`config.mk`:
```
export PLATFORM = sky130hd
export DESIGN_NAME = frm_link_codec
export DESIGN_NICKNAME = d
export VERILOG_FILES = /design/src/rtl/frm_pkg.sv /design/src/rtl/frm_crc16.sv /design/src/rtl/frm_tx.sv /design/src/rtl/frm_rx.sv /design/src/rtl/frm_link_codec.sv
export SDC_FILE = /design/constraint.sdc
export NUM_CORES = 1
export LEC_CHECK = 0
export BUFFER_PORTS_ARGS = -buffer_cell sky130_fd_sc_hd__buf_4
export CORE_UTILIZATION = 30
export CTS_BUF_LIST = sky130_fd_sc_hd__clkbuf_16
export DETAILED_ROUTE_END_ITERATION = 10
export SETUP_SLACK_MARGIN = 0.02
export SYNTH_ARGS = -nofsm -noshare
export SYNTH_HDL_FRONTEND = slang
export SYNTH_SLANG_ARGS = --single-unit
export TNS_END_PERCENT = 10
```
`constraint.sdc`:
```
create_clock -name clk -period 3.3 [get_ports clk]
set_clock_uncertainty 0.2 [all_clocks]
set_input_delay 0.165 -clock clk [delete_from_list [all_inputs] [get_ports clk]]
set_output_delay 0.165 -clock clk [all_outputs]
set_load 0.005 [all_outputs]
```
`src/rtl/frm_pkg.sv`:
```
package frm_pkg;

  localparam int unsigned FRM_W = 16;

  localparam logic [FRM_W-1:0] FRM_SOP_DEF  = 16'hFB5A;
  localparam logic [FRM_W-1:0] FRM_EOP_DEF  = 16'hFD7C;
  localparam logic [FRM_W-1:0] CRC_POLY_DEF = 16'h1021;
  localparam logic [FRM_W-1:0] CRC_INIT_DEF = 16'hFFFF;

  typedef enum logic [1:0] {TX_IDLE, TX_BODY, TX_CRC, TX_EOP} tx_state_e;
  typedef enum logic {RX_IDLE, RX_BODY} rx_state_e;

  // One word folded into the running checksum, most significant bit first.
  function automatic logic [FRM_W-1:0] crc_fold(input logic [FRM_W-1:0] cur,
                                                input logic [FRM_W-1:0] word,
                                                input logic [FRM_W-1:0] poly);
    logic [FRM_W-1:0] r;
    r = cur;
    for (int b = FRM_W - 1; b >= 0; b--) begin
      if (r[FRM_W-1] ^ word[b]) r = {r[FRM_W-2:0], 1'b0} ^ poly;
      else                      r = {r[FRM_W-2:0], 1'b0};
    end
    return r;
  endfunction

endpackage

```
`src/rtl/frm_crc16.sv`:
```
module frm_crc16
  import frm_pkg::*;
#(
  parameter logic [FRM_W-1:0] POLY = CRC_POLY_DEF,
  parameter logic [FRM_W-1:0] INIT = CRC_INIT_DEF
) (
  input  logic             clk,
  input  logic             rst,
  input  logic             clr,
  input  logic             en,
  input  logic [FRM_W-1:0] din,
  output logic [FRM_W-1:0] crc
);

  always_ff @(posedge clk) begin
    if (rst || clr) crc <= INIT;
    else if (en)    crc <= crc_fold(crc, din, POLY);
  end

endmodule

```
`src/rtl/frm_tx.sv`:
```
module frm_tx
  import frm_pkg::*;
#(
  parameter logic [FRM_W-1:0] SOP_WORD = FRM_SOP_DEF,
  parameter logic [FRM_W-1:0] EOP_WORD = FRM_EOP_DEF,
  parameter logic [FRM_W-1:0] POLY     = CRC_POLY_DEF,
  parameter logic [FRM_W-1:0] INIT     = CRC_INIT_DEF
) (
  input  logic             clk,
  input  logic             rst,
  input  logic             tx_valid,
  input  logic [FRM_W-1:0] tx_data,
  input  logic             tx_last,
  output logic             tx_ready,
  output logic             link_valid,
  output logic [FRM_W-1:0] link_data
);

  tx_state_e        st;
  logic [FRM_W-1:0] crc_q;
  logic             take;

  assign tx_ready = (st == TX_BODY);
  assign take     = tx_ready && tx_valid;

  frm_crc16 #(.POLY(POLY), .INIT(INIT)) u_crc (
    .clk (clk),
    .rst (rst),
    .clr (st == TX_IDLE),
    .en  (take),
    .din (tx_data),
    .crc (crc_q)
  );

  always_ff @(posedge clk) begin
    if (rst) begin
      st         <= TX_IDLE;
      link_valid <= 1'b0;
      link_data  <= '0;
    end else begin
      link_valid <= 1'b0;
      unique case (st)
        TX_IDLE: if (tx_valid) begin
          link_valid <= 1'b1;
          link_data  <= SOP_WORD;
          st         <= TX_BODY;
        end
        TX_BODY: if (take) begin
          link_valid <= 1'b1;
          link_data  <= tx_data;
          if (tx_last) st <= TX_CRC;
        end
        TX_CRC: begin
          link_valid <= 1'b1;
          link_data  <= crc_q;
          st         <= TX_EOP;
        end
        TX_EOP: begin
          link_valid <= 1'b1;
          link_data  <= EOP_WORD;
          st         <= TX_IDLE;
        end
        default: st <= TX_IDLE;
      endcase
    end
  end

  // payload acceptance opens only right after the start word went out
  a_r2_ready_after_sop: assert property (@(posedge clk) disable iff (rst)
    $rose(tx_ready) |-> (link_valid && link_data == SOP_WORD));

  // checksum then end word follow the last payload word back to back
  a_r1_trailer_follows: assert property (@(posedge clk) disable iff (rst)
    $fell(tx_ready) |=> link_valid ##1 (link_valid && link_data == EOP_WORD));

endmodule

```
`src/rtl/frm_rx.sv`:
```
module frm_rx
  import frm_pkg::*;
#(
  parameter int unsigned      MIN_WORDS = 4,
  parameter int unsigned      MAX_WORDS = 32,
  parameter logic [FRM_W-1:0] SOP_WORD  = FRM_SOP_DEF,
  parameter logic [FRM_W-1:0] EOP_WORD  = FRM_EOP_DEF,
  parameter logic [FRM_W-1:0] POLY      = CRC_POLY_DEF,
  parameter logic [FRM_W-1:0] INIT      = CRC_INIT_DEF
) (
  input  logic             clk,
  input  logic             rst,
  input  logic             link_valid,
  input  logic [FRM_W-1:0] link_data,
  input  logic             cls_in,
  output logic             word_valid,
  output logic [FRM_W-1:0] word,
  output logic             ok,
  output logic             drop,
  output logic             ack_req,
  output logic             nack_req
);

  localparam int unsigned    CW    = $clog2(MAX_WORDS + 1);
  localparam logic [CW-1:0]  MIN_C = CW'(MIN_WORDS);
  localparam logic [CW-1:0]  MAX_C = CW'(MAX_WORDS);

  rx_state_e        st;
  logic             cls_q;
  logic [FRM_W-1:0] hold;
  logic             have_hold;
  logic [CW-1:0]    cnt;
  logic [FRM_W-1:0] crc_q;

  logic start, acc, is_eop, fold, overrun, fin, good, bad;

  assign start   = (st == RX_IDLE) && link_valid && (link_data == SOP_WORD);
  assign acc     = (st == RX_BODY) && link_valid;
  assign is_eop  = (link_data == EOP_WORD);
  assign fold    = acc && !is_eop && have_hold && (cnt != MAX_C);
  assign overrun = acc && !is_eop && have_hold && (cnt == MAX_C);
  assign fin     = acc && is_eop;
  assign good    = fin && have_hold && (crc_q == hold) && (cnt >= MIN_C);
  assign bad     = (fin && !good) || overrun;

  frm_crc16 #(.POLY(POLY), .INIT(INIT)) u_crc (
    .clk (clk),
    .rst (rst),
    .clr (start),
    .en  (fold),
    .din (hold),
    .crc (crc_q)
  );

  always_ff @(posedge clk) begin
    if (rst) begin
      st        <= RX_IDLE;
      cls_q     <= 1'b0;
      hold      <= '0;
      have_hold <= 1'b0;
      cnt       <= '0;
    end else begin
      if (start) begin
        st        <= RX_BODY;
        cls_q     <= cls_in;
        have_hold <= 1'b0;
        cnt       <= '0;
      end else if (fin || overrun) begin
        st <= RX_IDLE;
      end else if (acc) begin
        hold      <= link_data;
        have_hold <= 1'b1;
        if (fold) cnt <= cnt + 1'b1;
      end
    end
  end

  always_ff @(posedge clk) begin
    if (rst) begin
      word_valid <= 1'b0;
      word       <= '0;
      ok         <= 1'b0;
      drop       <= 1'b0;
      ack_req    <= 1'b0;
      nack_req   <= 1'b0;
    end else begin
      word_valid <= fold;
      if (fold) word <= hold;
      ok       <= good;
      ack_req  <= good && cls_q;
      drop     <= bad && !cls_q;
      nack_req <= bad && cls_q;
    end
  end

  // one verdict kind at a time
  a_r6_single_verdict: assert property (@(posedge clk) disable iff (rst)
    $onehot0({ok, drop, nack_req}));

  // an acknowledge request only comes with a passing packet
  a_r8_ack_with_ok: assert property (@(posedge clk) disable iff (rst)
    ack_req |-> ok);

  // delivered words never share a cycle with a verdict
  a_r4_word_apart: assert property (@(posedge clk) disable iff (rst)
    word_valid |-> !(ok || drop || nack_req));

  // an overlong packet is closed as failed on the next cycle
  a_r5_overrun_flagged: assert property (@(posedge clk) disable iff (rst)
    ((st == RX_BODY) && link_valid && !is_eop && have_hold && cnt == MAX_C)
      |=> (drop || nack_req));

endmodule

```
`src/rtl/frm_link_codec.sv`:
```
module frm_link_codec
  import frm_pkg::*;
#(
  parameter int unsigned      MIN_WORDS = 4,
  parameter int unsigned      MAX_WORDS = 32,
  parameter logic [FRM_W-1:0] SOP_WORD  = FRM_SOP_DEF,
  parameter logic [FRM_W-1:0] EOP_WORD  = FRM_EOP_DEF,
  parameter logic [FRM_W-1:0] CRC_POLY  = CRC_POLY_DEF,
  parameter logic [FRM_W-1:0] CRC_INIT  = CRC_INIT_DEF
) (
  input  logic             clk,
  input  logic             rst,
  input  logic             tx_valid,
  input  logic [FRM_W-1:0] tx_data,
  input  logic             tx_last,
  output logic             tx_ready,
  output logic             link_tx_valid,
  output logic [FRM_W-1:0] link_tx_data,
  input  logic             link_rx_valid,
  input  logic [FRM_W-1:0] link_rx_data,
  input  logic             rx_ctrl,
  output logic             rx_word_valid,
  output logic [FRM_W-1:0] rx_word,
  output logic             rx_ok,
  output logic             rx_drop,
  output logic             rx_ack_req,
  output logic             rx_nack_req
);

  frm_tx #(
    .SOP_WORD (SOP_WORD),
    .EOP_WORD (EOP_WORD),
    .POLY     (CRC_POLY),
    .INIT     (CRC_INIT)
  ) u_tx (
    .clk        (clk),
    .rst        (rst),
    .tx_valid   (tx_valid),
    .tx_data    (tx_data),
    .tx_last    (tx_last),
    .tx_ready   (tx_ready),
    .link_valid (link_tx_valid),
    .link_data  (link_tx_data)
  );

  frm_rx #(
    .MIN_WORDS (MIN_WORDS),
    .MAX_WORDS (MAX_WORDS),
    .SOP_WORD  (SOP_WORD),
    .EOP_WORD  (EOP_WORD),
    .POLY      (CRC_POLY),
    .INIT      (CRC_INIT)
  ) u_rx (
    .clk        (clk),
    .rst        (rst),
    .link_valid (link_rx_valid),
    .link_data  (link_rx_data),
    .cls_in     (rx_ctrl),
    .word_valid (rx_word_valid),
    .word       (rx_word),
    .ok         (rx_ok),
    .drop       (rx_drop),
    .ack_req    (rx_ack_req),
    .nack_req   (rx_nack_req)
  );

endmodule

```
==> metrics.md, run 1 <==
| Metric | Value |
|---|---|
| Status | completed |
| Max-cap violations | 0 |
| Flip-flop and latch count after synthesis | 97 |
| Final number of max-transition violations | 0 |
| Grt total ovfl | 0 |
| Unrepaired setup endpoints after global routing | no |
| Number of global-route vias before repair | 3958 |
| Cell count after synthesis | 527 |
| Data arrival time of the critical path | 2.75 ns |
| Clock transition at path regs | 0.07 ns |
| Cell Rows | 46 |
| Synth Warn # | 0 |
| Proportion of synthesized flip-flops having asynchronous set or reset | 0% |
| Commonest cells in the synthesized netlist | 97 x sky130_fd_sc_hd__dfxtp_1, 72 x sky130_fd_sc_hd__xnor2_1, 59 x sky130_fd_sc_hd__nand2_1, 56 x sky130_fd_sc_hd__nor2_1, 26 x sky130_fd_sc_hd__a21oi_1 |
| Starting density of the core | 30.7% |
| Portion of netlist area occupied by mux cells | 3.71% |
| Violation count after the first detailed-route iteration | 191 |
| Global Route Usage Sum | 15.7% |
| Sequential standard cell area | 0.00194 mm2 |
| Final count of negative-setup-slack endpoints | 0 |
| Startpoint type of the worst setup path | primary input |
| Power per cell area | 583 mW/mm2 |
| Total of fill cells in the finished design | 1591 |
| Cell chosen for the clock root | sky130_fd_sc_hd__clkbuf_16 |
| Crit Path Max Fanout | 12 |
| Final net count | 669 |
| Die width | 129 um |
| Critical setup path kind | primary input to flip-flop |
| Count of input and output buffers | 76 |
| Cell taking the most area after synthesis | sky130_fd_sc_hd__dfxtp_1 |
| Portion of the post-synthesis area used by sequential elements | 40.0% |
| Average cell area after synthesis | 9.21 um2 |
| Count of flip-flops with a built-in enable after synthesis | 0 |
| Post-DRT Antenna Nets | 0 |
| Final Hold Viols | 0 |
| TritonCTS clock tree | built |
| Routed wire length per instance | 14.7 um |
| Required time at the worst-slack endpoint | 3.31 ns |
| Post-synth design cell area | 0.00485 mm2 |
| Min-delay worst type | primary input to flip-flop |
| Area of combinational cells with multiple inputs | 0.00279 mm2 |
| Number of H-tree branching levels | 3 |
| Post-synth net total | 571 |
| Final setup margin | 0.567 ns |
| Biggest cell delay along the critical path | 0.55 ns |
| Most common cell type on the critical path | sky130_fd_sc_hd__buf_4 |
| Total half-perimeter wirelength after legalization and detailed placement | 9180 um |
| Synthesis-to-finish area growth | 28.1% |
| Routability-driven placement congestion ratio | 0.837 |
| Fmax | 366 MHz |
| TritonRoute pass-1 iters | 4 |
| Maximum ir drop on the vdd rail | 0.319 mV |
| Fraction of the mapped netlist area in adder cells | 1.55% |
| Post-place setup slack | 0.609 ns |
| Xor/xnor share of the synthesized area | 23.7% |
| Number of antenna violations at the first check in global routing | 0 |
| Critical Path Sink Type | flip-flop |
| Resized cells post-CTS | 0 |
| Post-synth top area share | 40.0% |
| Maximum number of pins on one net before global-route repair | 60 |
| Clock buffers created by TritonCTS | 9 |
| Vias/cell | 4.73 |
| Compound-Gate Fraction of Synth Area | 11.7% |
| Most common cell in the synthesized netlist | sky130_fd_sc_hd__dfxtp_1 |
| Crit-path leading delay family | simple AND/OR/NAND/NOR gates |
| Tcrit/Tclk final | 82.8% |
| CP Cell Sequence | dlygate4sd3_1 -> buf_4 -> nand4bb_1 -> nor3_1 -> nand2_1 -> nand4_1 -> buf_4 -> mux2i_1 -> nor2_1 |
| Dominant combinational cell family by area after synthesis | XOR/XNOR gates |
| Diodes inserted | 0 |
| Share of cells above drive strength 1 | 17.6% |
| Die area | 0.0167 mm2 |
| Post-synth cell types | 42 |
| Leading register cell type out of synthesis | sky130_fd_sc_hd__dfxtp_1 |
| Number of ports placed on the die boundary | 77 |
| Total core area | 0.0158 mm2 |
| Clock tree sinks | 97 |
| Shortest clock period the worst path allows after layout | 2.73 ns |
| Total length of routed wires | 12400 um |
| DRC errors left | 0 |
| Wire length of the first global-routing pass | 20200 um |
| Relative slew slack | 52.3% |
| Cell leakage power | 0.00258 uW |
| Simple-gate share of the synthesized area | 16.8% |
| Chip height | 129 um |
| Vias | 3998 |
| Later-pin clock latency in the skew report | 0.35 ns |
| Number of buffers on the longest clock path | 2 |
| Cell types with the largest area share after synthesis | sky130_fd_sc_hd__dfxtp_1 40%, sky130_fd_sc_hd__xnor2_1 13%, sky130_fd_sc_hd__nand2_1 4.6%, sky130_fd_sc_hd__nor2_1 4.3%, sky130_fd_sc_hd__mux2i_1 3.7% |
| Cell with the biggest individual delay on the critical path | sky130_fd_sc_hd__nor3_1 |
| Worst Tran Pin Value | 0.715 ns |
| Worst Path Buf+Inv | 3 |
| Total Neg Setup Slack | 0 ns |
==> cell type report <==
class                   count  area share, %
multi-input cells         398           44.9
repair buffers            112           14.4
clock inverters             7           1.03
well taps                 216           4.35
flip-flops and latches     97           31.2
clock buffers               9           3.62
inverters                   7          0.423
==> report_power, final <==
| group | total, uW | switching (uW) | internal [uW] |
|---|---|---|---|
| Sequential | 1370 | 76.4 | 1290 |
| Combinational | 1210 | 621 | 592 |
| Clock | 1040 | 463 | 582 |
| Total | 3620 | 1160 | 2460 |
==> what timing repair did <==
item                      in CTS  in global routing
hold buffers                  23                  0
setup buffers                  0                  0
hold endpoints to repair      26                  0
==> cell families (layout without fill, tap and decap cells) <==
kind of cell | after synthesis | count (layout)
AO/OA/AOI/OAI | 87 | 87
adder cells (fa/ha/maj) | 6 | 6
AND/OR/NAND/NOR | 180 | 180
XOR/XNOR | 107 | 107
multiplexers | 18 | 18
buffers and inverters | 32 | 135
flip-flops | 97 | 97
==> sequential cells by signal, summed over array words and instances (netlist names), 2 cells and up <==
register / cells
u_rx.hold: 16
u_rx.cnt: 6
u_rx.word: 16
u_tx.link_data: 16
u_tx.st: 2
u_tx.u_crc.crc: 16
u_rx.u_crc.crc: 16
==> worst reg2reg max path, cell delays in order, from the launching register on <==
cell                       delay (ns)
sky130_fd_sc_hd__dfxtp_1         0.37
sky130_fd_sc_hd__inv_1           0.08
sky130_fd_sc_hd__ha_1            0.18
sky130_fd_sc_hd__buf_4           0.21
sky130_fd_sc_hd__a21oi_1         0.57
sky130_fd_sc_hd__nand2b_1        0.38
sky130_fd_sc_hd__a221oi_1        0.43
sky130_fd_sc_hd__nor3_1          0.09
==> final timing paths <==
path / startpoint / endpoint / slack, ns / cells past startpoint
worst max-delay path: link_rx_data[7] / u_rx.hold[2] / 0.57 / 9
worst min-delay path: tx_data[12] / u_tx.link_data[12] / 0.01 / 3
worst max register to register: u_tx.st[1] / u_tx.link_data[15] / 0.65 / 7
worst min register to register: u_rx.cls_q / u_rx.drop / 0.25 / 1
==> layout by cell type, fill, tap and decap left out, types with 2 or more instances in the layout <==
master | Yosys | final
sky130_fd_sc_hd__a211oi_1 | 4 | 4
sky130_fd_sc_hd__a21bo_2 | 2 | 2
sky130_fd_sc_hd__a21oi_1 | 26 | 26
sky130_fd_sc_hd__a221o_1 | 3 | 3
sky130_fd_sc_hd__a221oi_1 | 9 | 9
sky130_fd_sc_hd__a22o_1 | 2 | 2
sky130_fd_sc_hd__a22oi_1 | 7 | 7
sky130_fd_sc_hd__a31oi_1 | 2 | 2
sky130_fd_sc_hd__and3_1 | 2 | 2
sky130_fd_sc_hd__buf_4 | 1 | 89
sky130_fd_sc_hd__clkbuf_16 | 0 | 9
sky130_fd_sc_hd__clkinv_4 | 0 | 2
sky130_fd_sc_hd__dfxtp_1 | 97 | 97
sky130_fd_sc_hd__dlygate4sd3_1 | 0 | 23
sky130_fd_sc_hd__ha_1 | 6 | 6
sky130_fd_sc_hd__inv_1 | 7 | 9
sky130_fd_sc_hd__mux2i_1 | 18 | 18
sky130_fd_sc_hd__nand2_1 | 59 | 59
sky130_fd_sc_hd__nand2b_1 | 3 | 3
sky130_fd_sc_hd__nand3_1 | 17 | 17
sky130_fd_sc_hd__nand3b_1 | 2 | 2
sky130_fd_sc_hd__nand4_1 | 9 | 9
sky130_fd_sc_hd__nand4b_1 | 2 | 2
sky130_fd_sc_hd__nor2_1 | 56 | 56
sky130_fd_sc_hd__nor3_1 | 15 | 15
sky130_fd_sc_hd__o211ai_1 | 11 | 11
sky130_fd_sc_hd__o21ai_0 | 18 | 18
sky130_fd_sc_hd__or3_1 | 12 | 12
sky130_fd_sc_hd__xnor2_1 | 72 | 72
sky130_fd_sc_hd__xnor3_1 | 8 | 8
sky130_fd_sc_hd__xnor3_2 | 2 | 2
sky130_fd_sc_hd__xor2_1 | 20 | 20
sky130_fd_sc_hd__xor3_2 | 2 | 2
==> routing by layer <==
metal  vias to the layer above  track usage, %  part of all wire [%]
met5                         -               0                     0
met4                         0            5.54                   1.9
met3                        17            3.34                   4.3
met2                        87            26.3                    49
met1                      1885            19.8                    45
li1                       2009               -                     -
==> stage by stage <==
stage	util, %	total power [uW]	area [um2]	std cells	hold WS, ns
after CTS	39.3	3680	6220	846	0.0111
after global routing	39.3	3850	6220	846	0.0362
after global placement	36.0	2580	5700	807	0.201
after detailed placement	36.0	2590	5700	807	0.217
after floorplan	-	2180	4850	527	0.109
final	39.3	3620	6220	846	0.0112
Note: power is estimated with default switching activity, not from simulation.
==> run 2: changes to the inputs <==
clock period = 2.4 ns   (was 3.3 ns; I/O delays follow)
==> run 2 against run 1 <==
  * Routed wire length up 4.4%
  * Register-to-register slack worse by 0.50 ns
  * First-iteration DRC count down 14%
  * Largest power group unchanged
  * Final cell count up 3.3%
  * Largest cell class unchanged
  * Critical path type unchanged
==> metrics.md, run 2 (same netlist as run 1, synthesis figures left out) <==
| Metric | Value |
|---|---|
| TritonRoute pass-1 iters | 4 (unchanged) |
| Final count of negative-setup-slack endpoints | 0 (unchanged) |
| Cell chosen for the clock root | sky130_fd_sc_hd__clkbuf_16 (unchanged) |
| Setup slack on the worst flop-to-flop path | 0.15 ns (was 0.65 ns) |
| Top library cells by usage in the layout, fill and taps aside | 105 x sky130_fd_sc_hd__buf_4, 96 x sky130_fd_sc_hd__dfxtp_1, 71 x sky130_fd_sc_hd__xnor2_1, 59 x sky130_fd_sc_hd__nand2_1, 56 x sky130_fd_sc_hd__nor2_1 (was 97 x sky130_fd_sc_hd__dfxtp_1, 89 x sky130_fd_sc_hd__buf_4, 72 x sky130_fd_sc_hd__xnor2_1, 59 x sky130_fd_sc_hd__nand2_1, 56 x sky130_fd_sc_hd__nor2_1) |
| Grt total ovfl | 0 (unchanged) |
| Cell Rows | 46 (unchanged) |
| Share of cells above drive strength 1 | 20.1% (was 17.6%) |
| Violation count after the first detailed-route iteration | 165 (was 191) |
| Fmax | 442 MHz |
| Pwr Total | 5200 uW (was 3620 uW) |
| Total Neg Setup Slack | 0 ns (unchanged) |
| Crit Path Max Fanout | 3 (was 12) |
| Final setup margin | 0.139 ns (was 0.567 ns) |
| WHS Path Cells | 4 (was 3) |
| Final net count | 697 (was 669) |
| Routed wire length per instance | 14.8 um (was 14.7 um) |
| Worst Path Buf+Inv | 2 (was 3) |
| Total core area | 0.0158 mm2 (unchanged) |
| Relative slew slack | 51.2% (was 52.3%) |
| Post-place setup slack | 0.106 ns (was 0.609 ns) |
| Cell leakage power | 0.00273 uW (was 0.00258 uW) |
| Power per cell area | 798 mW/mm2 (was 583 mW/mm2) |
| Clock buffers created by TritonCTS | 9 (unchanged) |
| CP Cell Sequence | dlygate4sd3_1 -> buf_4 -> xor3_2 -> xnor3_2 -> xnor2_4 -> xnor2_1 -> or3_1 -> nand3_1 (was dlygate4sd3_1 -> buf_4 -> nand4bb_1 -> nor3_1 -> nand2_1 -> nand4_1 -> buf_4 -> mux2i_1 -> nor2_1) |
| Number of H-tree branching levels | 3 (unchanged) |
| Later-pin clock latency in the skew report | 0.35 ns (about the same) |
| Vias/cell | 4.79 (was 4.73) |
| Area of combinational cells with multiple inputs | 0.00281 mm2 (was 0.00279 mm2) |
| Leading cell type in the layout, fill and taps excluded | sky130_fd_sc_hd__buf_4 (was sky130_fd_sc_hd__dfxtp_1) |
| Synthesis-to-finish area growth | 34.1% (was 28.1%) |
| Min-delay worst type | primary input to flip-flop (unchanged) |
| Final number of max-transition violations | 0 (unchanged) |
| Data arrival time of the critical path | 2.36 ns (was 2.75 ns) |
| Total length of routed wires | 12900 um (was 12400 um) |
| Tcrit/Tclk final | 94.2% |
| Diodes inserted | 0 (unchanged) |
| Chip height | 129 um (unchanged) |
| Wire length of the first global-routing pass | 20800 um (was 20200 um) |
| Count of input and output buffers | 76 (unchanged) |
| Post-DRT Antenna Nets | 0 (unchanged) |
| Global Route Usage Sum | 16.2% (was 15.7%) |
| Routability-driven placement congestion ratio | 0.805 (was 0.837) |
| Required time at the worst-slack endpoint | 2.50 ns (was 3.31 ns) |
| Crit-path leading delay family | XOR/XNOR gates (was simple AND/OR/NAND/NOR gates) |
| Unrepaired setup endpoints after global routing | no (unchanged) |
| Worst Tran Pin Value | 0.732 ns (was 0.715 ns) |
| Number of ports placed on the die boundary | 77 (unchanged) |
| Cell with the biggest individual delay on the critical path | sky130_fd_sc_hd__dlygate4sd3_1 (was sky130_fd_sc_hd__nor3_1) |
| Final Hold Viols | 0 (unchanged) |
| Reg-to-reg endpoint | u_tx.u_crc.crc[7] (was u_tx.link_data[15]) |
| Number of antenna violations at the first check in global routing | 0 (unchanged) |
| Number of buffers on the longest clock path | 2 (unchanged) |
| Die area | 0.0167 mm2 (unchanged) |
| Starting density of the core | 30.7% (unchanged) |
| Maximum ir drop on the vdd rail | 0.501 mV (was 0.319 mV) |
| Die width | 129 um (unchanged) |
| DRC errors left | 0 (unchanged) |
| Worst flop-to-flop path startpoint | u_tx.u_crc.crc[14] (was u_tx.st[1]) |
| Critical Path Sink Type | flip-flop (unchanged) |
| Shortest clock period the worst path allows after layout | 2.26 ns |
| Startpoint type of the worst setup path | primary input (unchanged) |
| Clock tree sinks | 97 (unchanged) |
| Smallest hold slack | 0.0120 ns (was 0.0112 ns) |
| Max-cap violations | 0 (unchanged) |
| Sequential standard cell area | 0.00194 mm2 (about the same) |
| Clock transition at path regs | 0.07 ns (about the same) |
| Vias | 4183 (was 3998) |
| Total of fill cells in the finished design | 1540 (was 1591) |
| Biggest cell delay along the critical path | 0.54 ns (was 0.55 ns) |
| Status | completed (unchanged) |
| Total half-perimeter wirelength after legalization and detailed placement | 9490 um (was 9180 um) |
| Endpoint with the worst hold slack | u_tx.link_data[0] (was u_tx.link_data[12]) |
| FF-to-FF path depth | 6 (was 7) |
| TritonCTS clock tree | built (unchanged) |
| Critical setup path kind | primary input to flip-flop (unchanged) |
| Number of global-route vias before repair | 4205 (was 3958) |
| Hold path startpoint | tx_data[0] (was tx_data[12]) |
| Maximum number of pins on one net before global-route repair | 34 (was 60) |
==> run 2: repair_timing <==
action / 4_1_cts / 5_1_grt
endpoints found under the hold margin: 41 / 0
endpoints found under the setup margin: 0 / 19
hold buffers: 35 / 0
resized for setup: 0 / 4
buffers inserted: 0 / 0
==> run 2: worst max path at each step <==
stage                             startpoint            endpoint  cells after the start
after floorplan                u_rx.hold[13]  u_rx.u_crc.crc[13]                      6
after global placement    u_tx.u_crc.crc[14]  u_tx.u_crc.crc[14]                      6
after detailed placement  u_tx.u_crc.crc[14]   u_tx.u_crc.crc[7]                      6
after CTS                        tx_data[15]  u_tx.u_crc.crc[15]                      8
after global routing      u_tx.u_crc.crc[14]   u_tx.u_crc.crc[6]                      7
final                            tx_data[10]   u_tx.u_crc.crc[7]                      8
==> run 2: power breakdown <==
group | switching, uW | leakage (uW) | internal (uW) | total, uW
clock | 646 | 0.000153 | 914 | 1560
combinational | 884 | 0.00179 | 875 | 1760
sequential | 106 | 0.000786 | 1770 | 1880
==> run 2: cell type report <==
cell class / instances / area share [%]
multi-input combinational: 398 / 43.2
inverter: 7 / 0.404
timing repair buffer: 140 / 17.5
clock inverter: 7 / 1.44
tap: 216 / 4.15
sequential: 97 / 29.8
clock buffer: 9 / 3.46
==> run 2: stage by stage <==
stage	instance area (um2)	instances	util, %
final	6510	874	41.1
after global routing	6510	874	41.1
after CTS	6490	874	41.0
after detailed placement	5820	823	36.8
after global placement	5820	823	36.8
after floorplan	4850	527	-
==> run 2: metal layers <==
| metal | wire (um) | global-route usage, % |
|---|---|---|
| met5 | 0 | 0 |
| met4 | 337 | 6.51 |
| met3 | 485 | 3.30 |
| met2 | 6470 | 29.0 |
| met1 | 5640 | 18.8 |
==> run 2: worst min-delay path: stages <==
cell                      delay [ns]
sky130_fd_sc_hd__buf_4          0.09
sky130_fd_sc_hd__a22o_1         0.16
sky130_fd_sc_hd__a22oi_1        0.07
sky130_fd_sc_hd__nor2_1         0.08
